File: config.mk
export PLATFORM = sky130hd
export DESIGN_NAME = irq_status_word
export DESIGN_NICKNAME = d
export VERILOG_FILES = /design/src/rtl/irq_status_pkg.sv /design/src/rtl/irq_flag_bank.sv /design/src/rtl/cu_exit_detect.sv /design/src/rtl/irq_status_word.sv
export SDC_FILE = /design/constraint.sdc
export NUM_CORES = 1
export LEC_CHECK = 0
export ABC_AREA = 1
export BUFFER_PORTS_ARGS = -buffer_cell sky130_fd_sc_hd__buf_2
export CAP_MARGIN = 10
export CORE_AREA = 2 2 49 47
export CTS_CLUSTER_SIZE = 12
export DETAILED_ROUTE_END_ITERATION = 8
export DIE_AREA = 0 0 51 49
export GPL_TIMING_DRIVEN = 0
export PLACE_DENSITY = 0.65
export SKIP_CTS_REPAIR_TIMING = 1
export SLEW_MARGIN = 20
export SYNTH_ARGS = -nofsm -noshare
export SYNTH_HDL_FRONTEND = slang
export SYNTH_SLANG_ARGS = --single-unit
File: constraint.sdc
create_clock -name clk -period 0.8 [get_ports clk]
set_input_delay 0.04 -clock clk [delete_from_list [all_inputs] [get_ports clk]]
set_output_delay 0.04 -clock clk [all_outputs]
set_load 0.005 [all_outputs]
File: src/rtl/irq_status_pkg.sv
package irq_status_pkg;
   localparam int unsigned FLAG_W = 8;
   localparam int unsigned CU_W   = 2;
   localparam int unsigned RU_W   = 4;
   localparam int unsigned RSV_W  = 2;
   localparam int unsigned WORD_W = FLAG_W + CU_W + RU_W + RSV_W;

   typedef enum logic [CU_W-1:0] {
      CU_IDLE  = 2'b00,
      CU_SUSP  = 2'b01,
      CU_LOWQ  = 2'b10,
      CU_HIGHQ = 2'b11
   } cu_code_e;

   // flag positions inside the flag byte
   localparam int unsigned F_CMD   = 7;
   localparam int unsigned F_FRAME = 6;
   localparam int unsigned F_CUNA  = 5;
   localparam int unsigned F_RUNR  = 4;
   localparam int unsigned F_MGMT  = 3;
   localparam int unsigned F_SW    = 2;
   localparam int unsigned F_ERX   = 1;
   localparam int unsigned F_PAUSE = 0;
endpackage

File: src/rtl/irq_flag_bank.sv
module irq_flag_bank #(
   parameter int unsigned N        = 8,
   parameter bit          SET_WINS = 1'b1
) (
   input  logic         clk,
   input  logic         rst_n,
   input  logic [N-1:0] set_vec,
   input  logic [N-1:0] clr_vec,
   output logic [N-1:0] flag_q
);
   if (N < 1) begin : g_bad_n
      $error("irq_flag_bank: N must be at least 1");
   end

   for (genvar i = 0; i < N; i++) begin : g_bit
      logic nxt;
      if (SET_WINS) begin : g_set_pri
         always_comb nxt = set_vec[i] | (flag_q[i] & ~clr_vec[i]);
      end else begin : g_clr_pri
         always_comb nxt = ~clr_vec[i] & (set_vec[i] | flag_q[i]);
      end

      always_ff @(posedge clk) begin
         if (!rst_n) flag_q[i] <= 1'b0;
         else        flag_q[i] <= nxt;
      end

      if (SET_WINS) begin : g_chk_set
         p_set_wins_r3: assert property (@(posedge clk) disable iff (!rst_n)
            set_vec[i] |=> flag_q[i]);
      end
      p_clear_r2: assert property (@(posedge clk) disable iff (!rst_n)
         (clr_vec[i] && !set_vec[i]) |=> !flag_q[i]);
      p_hold_r10: assert property (@(posedge clk) disable iff (!rst_n)
         (!clr_vec[i] && !set_vec[i]) |=> $stable(flag_q[i]));
   end
endmodule

File: src/rtl/cu_exit_detect.sv
module cu_exit_detect
   import irq_status_pkg::*;
#(
   parameter int unsigned W = CU_W
) (
   input  logic         clk,
   input  logic         rst_n,
   input  logic [W-1:0] cur_state,
   input  logic         idle_only,
   output logic         evt
);
   if (W != CU_W) begin : g_bad_w
      $error("cu_exit_detect: state width must match the package");
   end

   logic [W-1:0] prev_q;
   logic         was_active, is_active, was_idle, is_idle;

   always_ff @(posedge clk) begin
      if (!rst_n) prev_q <= CU_IDLE;
      else        prev_q <= cur_state;
   end

   // both queue-active codes have the top bit set
   always_comb begin
      was_active = prev_q[W-1];
      is_active  = cur_state[W-1];
      was_idle   = (prev_q == CU_IDLE);
      is_idle    = (cur_state == CU_IDLE);
      if (idle_only) evt = is_idle & ~was_idle;
      else           evt = was_active & ~is_active;
   end

   p_idle_entry_r7: assert property (@(posedge clk) disable iff (!rst_n)
      (idle_only && evt) |-> (cur_state == CU_IDLE && prev_q != CU_IDLE));
   p_active_exit_r6: assert property (@(posedge clk) disable iff (!rst_n)
      (!idle_only && evt) |-> (prev_q[W-1] && !cur_state[W-1]));
endmodule

File: src/rtl/irq_status_word.sv
module irq_status_word
   import irq_status_pkg::*;
#(
   parameter bit IRQ_REG = 1'b1
) (
   input  logic              clk,
   input  logic              rst_n,
   input  logic              cmd_done,
   input  logic              frame_rx_done,
   input  logic              ru_left_ready,
   input  logic              mgmt_cycle_done,
   input  logic              mgmt_irq_en,
   input  logic              sw_irq_req,
   input  logic              early_rx,
   input  logic              fc_pause,
   input  logic [CU_W-1:0]   cu_state,
   input  logic [RU_W-1:0]   ru_state,
   input  logic              cu_idle_only,
   input  logic              clr_wr,
   input  logic [WORD_W-1:0] clr_data,
   output logic [WORD_W-1:0] status_word,
   output logic              irq
);
   if (WORD_W != 16) begin : g_bad_word
      $error("irq_status_word: field widths must total 16 bits");
   end

   logic [FLAG_W-1:0] set_vec, clr_vec, flag_q;
   logic              cu_evt, any_flag;

   cu_exit_detect #(.W(CU_W)) u_cu_det (
      .clk       (clk),
      .rst_n     (rst_n),
      .cur_state (cu_state),
      .idle_only (cu_idle_only),
      .evt       (cu_evt)
   );

   always_comb begin
      set_vec          = '0;
      set_vec[F_CMD]   = cmd_done;
      set_vec[F_FRAME] = frame_rx_done;
      set_vec[F_CUNA]  = cu_evt;
      set_vec[F_RUNR]  = ru_left_ready;
      set_vec[F_MGMT]  = mgmt_cycle_done & mgmt_irq_en;
      set_vec[F_SW]    = sw_irq_req;
      set_vec[F_ERX]   = early_rx;
      set_vec[F_PAUSE] = fc_pause;
      clr_vec = clr_wr ? clr_data[WORD_W-1 -: FLAG_W] : '0;
   end

   irq_flag_bank #(.N(FLAG_W), .SET_WINS(1'b1)) u_flags (
      .clk     (clk),
      .rst_n   (rst_n),
      .set_vec (set_vec),
      .clr_vec (clr_vec),
      .flag_q  (flag_q)
   );

   assign status_word = {flag_q, cu_state, ru_state, {RSV_W{1'b0}}};
   assign any_flag    = |flag_q;

   if (IRQ_REG) begin : g_irq_ff
      always_ff @(posedge clk) begin
         if (!rst_n) irq <= 1'b0;
         else        irq <= any_flag;
      end
      p_irq_follow_r9: assert property (@(posedge clk) disable iff (!rst_n)
         any_flag |=> irq);
      p_irq_drop_r9: assert property (@(posedge clk) disable iff (!rst_n)
         !any_flag |=> !irq);
   end else begin : g_irq_comb
      assign irq = any_flag;
   end

   p_mgmt_gate_r5: assert property (@(posedge clk) disable iff (!rst_n)
      (!mgmt_irq_en && !flag_q[F_MGMT]) |=> !flag_q[F_MGMT]);
   p_low_zero_r8: assert property (@(posedge clk) disable iff (!rst_n)
      status_word[RSV_W-1:0] == '0);
endmodule

-- Word-level counts from Yosys, hierarchy flattened
Cells that the tools add are included.
- bits in registers: 11
- input port bits: 34
- muxes and demuxes: 2
- bitwise operators: 29
- reduce and logical (&&, ||, !) cells: 3
- operators with widths (cell ; number):
    $and 1x1->1 ; 11
    $not 1->1 ; 10
    $mux 8 ; 1
    $or 1x1->1 ; 8
    $reduce_or 8->1 ; 1
    $logic_not 2->1 ; 2
    $mux 1 ; 1

-- Longest topological paths before layout
Gate-level depths: netlist of the first run.
- word-level depth: 5
- mapped depth: 4

-- Hierarchy
Synthesis of the first run repeated with hierarchy kept, for this count alone.
- cells, all modules: 90
- area, all modules: 559.3 sq um
- modules (own cells, without submodules) (module ; times used ; cells each ; area an instance (sq um) ; seq. area each (sq um)):
    irq_flag_bank ; 1 ; 41 ; 294.0 ; 160.2
    irq_status_word ; 1 ; 38 ; 190.2 ; 20.0
    cu_exit_detect ; 1 ; 11 ; 75.1 ; 40.0

-- Worst setup path before layout of the first run
Ideal clock, no wire load.
- kind: register to register
- start: reg u_flags.flag_q[0]
- end: reg irq
- library setup time: 0.116 ns
- data arrival time: 0.575 ns
- data required time: 0.684 ns
- slack: 0.108 ns
- stages on the path, launching flop included: 5
- period minus slack after synthesis: 0.692 ns
- path through: dfxtp_1 > nor2_1 > nand2_1 > nor2_1 > nor2_1
- longest elaborated chain between the ends: 1
- RTL lines (element ; RTL line ; RTL):
    start: declaration ; irq_flag_bank.sv:9 ; output logic [N-1:0] flag_q
    start signal: indexed assignment ; irq_flag_bank.sv:25 ; else flag_q[i] <= nxt;
    $reduce_or 8->1 ; irq_status_word.sv:61 ; assign any_flag = |flag_q;
    end signal: assignment ; irq_status_word.sv:66 ; else irq <= any_flag;
    end: declaration ; irq_status_word.sv:22 ; output logic irq
Every way passes these cells.
A chain may end at the register's enable or synchronous reset.

-- Worst setup path after layout of the first run
- start: reg u_flags.flag_q[5]
- end: out status_word[13]
- RTL lines (element ; RTL line ; RTL):
    end: declaration ; irq_status_word.sv:21 ; output logic [WORD_W-1:0] status_word,
No word-level cell between the ends.

==> impl_metrics.ini, run 1 <==
[status]
outcome = complete, but fails checks
violations = negative hold slack

[grt]
first_global_vias = 413
grt_max_degree = 10
grt_pass1_wl_um = 1690
grt-ovfl-total = 0
antenna_found_initial = 0
grtUsageTotal_pct = 9.43

[placed_design]
post-place-cells = 127
place_congestion = 0.608
hpwl_um = 893
io_buffers = 35
placed_cell_area_um2 = 687

[critical_path]
ff2ff_path_depth = 4
reg2reg_to = irq$_SDFF_PN0_
path_cells = buf_2
cp_max_fo = 3
r2r_start = u_flags.flag_q[0]$_SDFF_PN0_
rrSetupSlack_ns = 0.08
cp-start-kind = flop
endpoint_kind = output pin
worstSetupStartpoint = u_flags.flag_q[5]$_SDFF_PN0_
crit_family = flip-flops
critPathArrivalTime_ns = 0.71
slowest_stage = dfxtp_2
worst-path-buf-inv = 1
worstSetupPathType = flop to output pin
slowest_delay_ns = 0.34
cp.required_ns = 0.76

[clocking]
cts.path.max_buffers = 2
insertion_delay_ns = 0.26
htreeDepth = 1
cts-root-buf = clkbuf_4
clock-sinks = 11
cts_buffers = 3
cts_tree = yes
path_clk_slew_ns = 0.07

[sta]
rsz0062_at_grt = false
setup_violations = 0
hold_viol = 2
min_period_ns = 0.752
skew_ns = 0.00696
finalMaxSlewViolations = 0
finalCritPeriodShare_pct = 94.0
fmax_mhz = 1330
hold_ws_ns = -0.0101

[floorplan]
die_width_um = 51
ios = 51
rows = 16
die_y_um = 49
initial_core_util_pct = 23.5
core_region_area_um2 = 2020
die_area_um2 = 2500

[final_layout]
fin_cells = 136
diodes = 0
drive_gt1_share_pct = 53.2
syn2layout_area_growth_pct = 63.1
fin_area_um2 = 773
final_util_pct = 38.2
final.fill_count = 220
fin_nets = 144

[drt]
viasPerCell = 3.80
dr.pass1.iters = 1
num_vias = 517
drt_iter0_markers = 0
drc = 0
avgRoutedWirePerCell_um = 8.10
totalWireLength_um = 1100
antenna_left = 0

[pwr]
irDropWorstVdd_mv = 1.00
finalPower_w = 0.00120
p_leak_nw = 0.423
power.density_nw_per_um2 = 1550

[run]
drv_cap = 0

[logic_synthesis]
synth-warning-count = 0
netlist_instances = 64
synth_cell_type_count = 11
syn_avg_cell_area_um2 = 7.41
synth_area_um2 = 474
ys_seq_elements = 11
synth-seq-area-share_pct = 46.4

[hold_path]
hp-start = cmd_done
min_to = u_flags.flag_q[7]$_SDFF_PN0_
hold_depth = 3
hp-class = input pin to flop
per-layer routing:
metal  vias to the layer above  track usage [%]  share of wire, %
li1                        277                -                 -
met1                       217             10.8                41
met2                        23             14.1                49
met3                         0             6.44                10
met4                         0             2.70                 0
met5                         -                0                 0
stage by stage:
step / setup TNS (ns) / setup WS, ns / hold slack (ns)
final: 0 / 0.0480 / -0.0101
after global routing: 0 / 0.00396 / 0.00845
after CTS: -0.00304 / -0.00304 / -0.0247
after detailed placement: 0 / 0.0758 / 0.248
after global placement: 0 / 0.0867 / 0.243
after floorplan: 0 / 0.108 / 0.133
power by group:
group	total [W]	internal [W]	switching, W
sequential	0.000612	0.000590	0.0000219
combinational	0.000233	0.000141	0.0000922
clock	0.000356	0.000192	0.000163
total	0.00120	0.000923	0.000278
cell usage in the layout, fill, tap and decap left out, types with 2 or more instances in the layout:
cell            n
dfxtp_2         8
nor2_1         12
a21oi_1         8
buf_2          35
dlygate4sd3_1   5
buf_4           8
nand2_1        17
clkbuf_4        3
inv_1           3
conb_1          2
dfxtp_1         3
registers in the layout, summed over array words and instances (netlist names):
name             cells
u_flags.flag_q       8
u_cu_det.prev_q      2
irq                  1
cell families after synthesis:
group	after synthesis	synth area share (%)
and+or+nand+nor	30	24.3
other	1	0.791
DFF	11	46.4
buffers and inverters	13	18.2
AOI/OAI and AO/OA	9	10.3
worst max-delay path by stage:
stage / slack, ns / cells past startpoint / endpoint
finish: 0.05 / 1 / status_word[13]
global route: 0.004 / 1 / status_word[13]
CTS: -0.003 / 1 / status_word[13]
detailed placement: 0.08 / 4 / irq$_SDFF_PN0_
global placement: 0.09 / 4 / irq$_SDFF_PN0_
floorplan: 0.11 / 4 / irq$_SDFF_PN0_
Yosys cell counts:
cell | number | area [µm²]
a21oi_1 | 8 | 40.0
a21oi_2 | 1 | 8.76
buf_4 | 8 | 60.1
buf_6 | 1 | 11.3
conb_1 | 1 | 3.75
dfxtp_1 | 11 | 220
inv_1 | 3 | 11.3
inv_2 | 1 | 3.75
nand2_1 | 17 | 63.8
nand2_2 | 1 | 6.26
nor2_1 | 12 | 45.0
cell type report:
type	instances	area [µm²]	area share, %
well taps	27	33.8	4.37
repair buffers	40	225	29.1
flip-flops and latches	11	230	29.8
inverters	4	15.0	1.94
multi-input cells	41	171	22.2
clock buffers	4	26.3	3.40
plain buffers	9	71.3	9.22
Power figures use the tool's default switching activity.
==> run 2, diff against run 1 <==
--- a/config.mk
+++ b/config.mk
@@ -8,12 +8,14 @@
 export ABC_AREA = 1
 export BUFFER_PORTS_ARGS = -buffer_cell sky130_fd_sc_hd__buf_2
 export CAP_MARGIN = 10
-export CORE_AREA = 2 2 49 47
+export CELL_PAD_IN_SITES_DETAIL_PLACEMENT = 0
+export CELL_PAD_IN_SITES_GLOBAL_PLACEMENT = 2
+export CORE_AREA = 2 2 67 63
 export CTS_CLUSTER_SIZE = 12
 export DETAILED_ROUTE_END_ITERATION = 8
-export DIE_AREA = 0 0 51 49
+export DIE_AREA = 0 0 69 65
 export GPL_TIMING_DRIVEN = 0
-export PLACE_DENSITY = 0.65
+export PLACE_DENSITY = 0.72
 export SKIP_CTS_REPAIR_TIMING = 1
 export SLEW_MARGIN = 20
 export SYNTH_ARGS = -nofsm -noshare
==> run 2 against run 1 <==
The run now ends clean. Largest cell class unchanged. First-iteration DRC count rose by 10. Clock-buffer cell count did not move. Critical path type unchanged. Combinational power fell by 6%.
==> impl_metrics.ini, run 2 (synthesis results as in run 1) <==
[clocking]
insertion_delay_ns = 0.23
path_clk_slew_ns = 0.05
cts.path.max_buffers = 2
cts_tree = yes
clock-sinks = 11
cts_buffers = 3
htreeDepth = 1
cts-root-buf = clkbuf_8

[drt]
viasPerCell = 3.46
dr.pass1.iters = 2
avgRoutedWirePerCell_um = 8.07
antenna_left = 0
drt_iter0_markers = 10
totalWireLength_um = 1230
num_vias = 526
drc = 0

[final_layout]
diodes = 0
top_regs = u_flags.flag_q: 8 flops, u_cu_det.prev_q: 2 flops, irq: 1 flops
regMostFlops = u_flags.flag_q
fin_area_um2 = 764
drive_gt1_share_pct = 51.9
largest_reg_flops = 8
syn2layout_area_growth_pct = 61.2
final_common_cell = buf_2
layout_common_cells = buf_2 (35), nand2_1 (17), nor2_1 (11)
fin_nets = 139

[sta]
finalMaxSlewViolations = 0
finalCritPeriodShare_pct = 93.5
setup_violations = 0
skew_ns = 0.00102
rsz0062_at_grt = false
min_period_ns = 0.748
fmax_mhz = 1340
tns_ns = 0
hold_viol = 0

[run]
drv_cap = 0

[critical_path]
cp.required_ns = 0.76
cp-start-kind = flop
slowest_stage = dfxtp_1
slowest_delay_ns = 0.35
cp_max_fo = 3
worst-path-buf-inv = 1
endpoint_kind = output pin
worstSetupPathType = flop to output pin
critPathArrivalTime_ns = 0.71
path_cells = buf_2
crit_family = flip-flops
rrSetupSlack_ns = 0.06

[grt]
antenna_found_initial = 0
first_global_vias = 511
grtUsageTotal_pct = 5.93
grt-ovfl-total = 0
grt_pass1_wl_um = 2040
grt_max_degree = 10

[placed_design]
hpwl_um = 1030
io_buffers = 35
placed_cell_area_um2 = 713
place_congestion = 0.659

[pwr]
swShare_pct = 22.7
combPwrFrac_pct = 15.9
power.density_nw_per_um2 = 1800
irDropWorstVdd_mv = 0.324
p_switching_w = 0.000311
p_clk_share_pct = 39.6
p_leak_nw = 0.409
pwr-share-seq_pct = 44.5
p_int_w = 0.00106

[floorplan]
die_area_um2 = 4490
die_y_um = 65
rows = 22
die_width_um = 69
core_region_area_um2 = 3850
initial_core_util_pct = 12.3
ios = 51

[status]
outcome = finished clean

[hold_path]
hp-class = input pin to flop
run 2: final timing paths:
path	startpoint	endpoint	depth (start not counted)
worst max-delay path	u_flags.flag_q[1]$_SDFF_PN0_	status_word[9]	1
worst min-delay path	early_rx	u_flags.flag_q[1]$_SDFF_PN0_	3
worst max register to register	u_flags.flag_q[4]$_SDFF_PN0_	irq$_SDFF_PN0_	4
worst min register to register	u_flags.flag_q[3]$_SDFF_PN0_	u_flags.flag_q[3]$_SDFF_PN0_	2
run 2: power by group through the flow:
stage                     clock, W  sequential, W  combinational (W)
after floorplan                  0       0.000620           0.000106
after global placement           0       0.000618           0.000221
after detailed placement         0       0.000620           0.000224
after CTS                 0.000579       0.000608           0.000225
after global routing      0.000611       0.000616           0.000253
final                     0.000544       0.000611           0.000219
run 2: stage by stage:
| stage | instances | hold WS [ns] | total power (W) | worst slack [ns] | utilization (%) |
|---|---|---|---|---|---|
| after floorplan | 65 | 0.133 | 0.000726 | 0.108 | - |
| after global placement | 148 | 0.246 | 0.000839 | 0.0549 | 18.5 |
| after detailed placement | 148 | 0.247 | 0.000844 | 0.0512 | 18.5 |
| after CTS | 152 | 0.00792 | 0.00141 | 0.0310 | 19.7 |
| after global routing | 152 | 0.0187 | 0.00148 | 0.000218 | 19.8 |
| final | 152 | 0.0113 | 0.00137 | 0.0522 | 19.8 |
run 2: metal layers:
metal  track usage, %  wire, µm  up-vias
li1                 -         -      264
met1             6.36       513      238
met2             10.1       609       22
met3            0.622        79        2
met4             5.88        23        0
met5                0         0        -
run 2: final cells by class:
cell class,count,area (µm²)
Multi-Input combinational cell,41,174
Clock buffer,4,45.0
Buffer,9,71.3
Timing Repair Buffer,35,175
Tap cell,48,60.1
Sequential cell,11,224
Inverter,4,15.0
Fill cell,451,3090
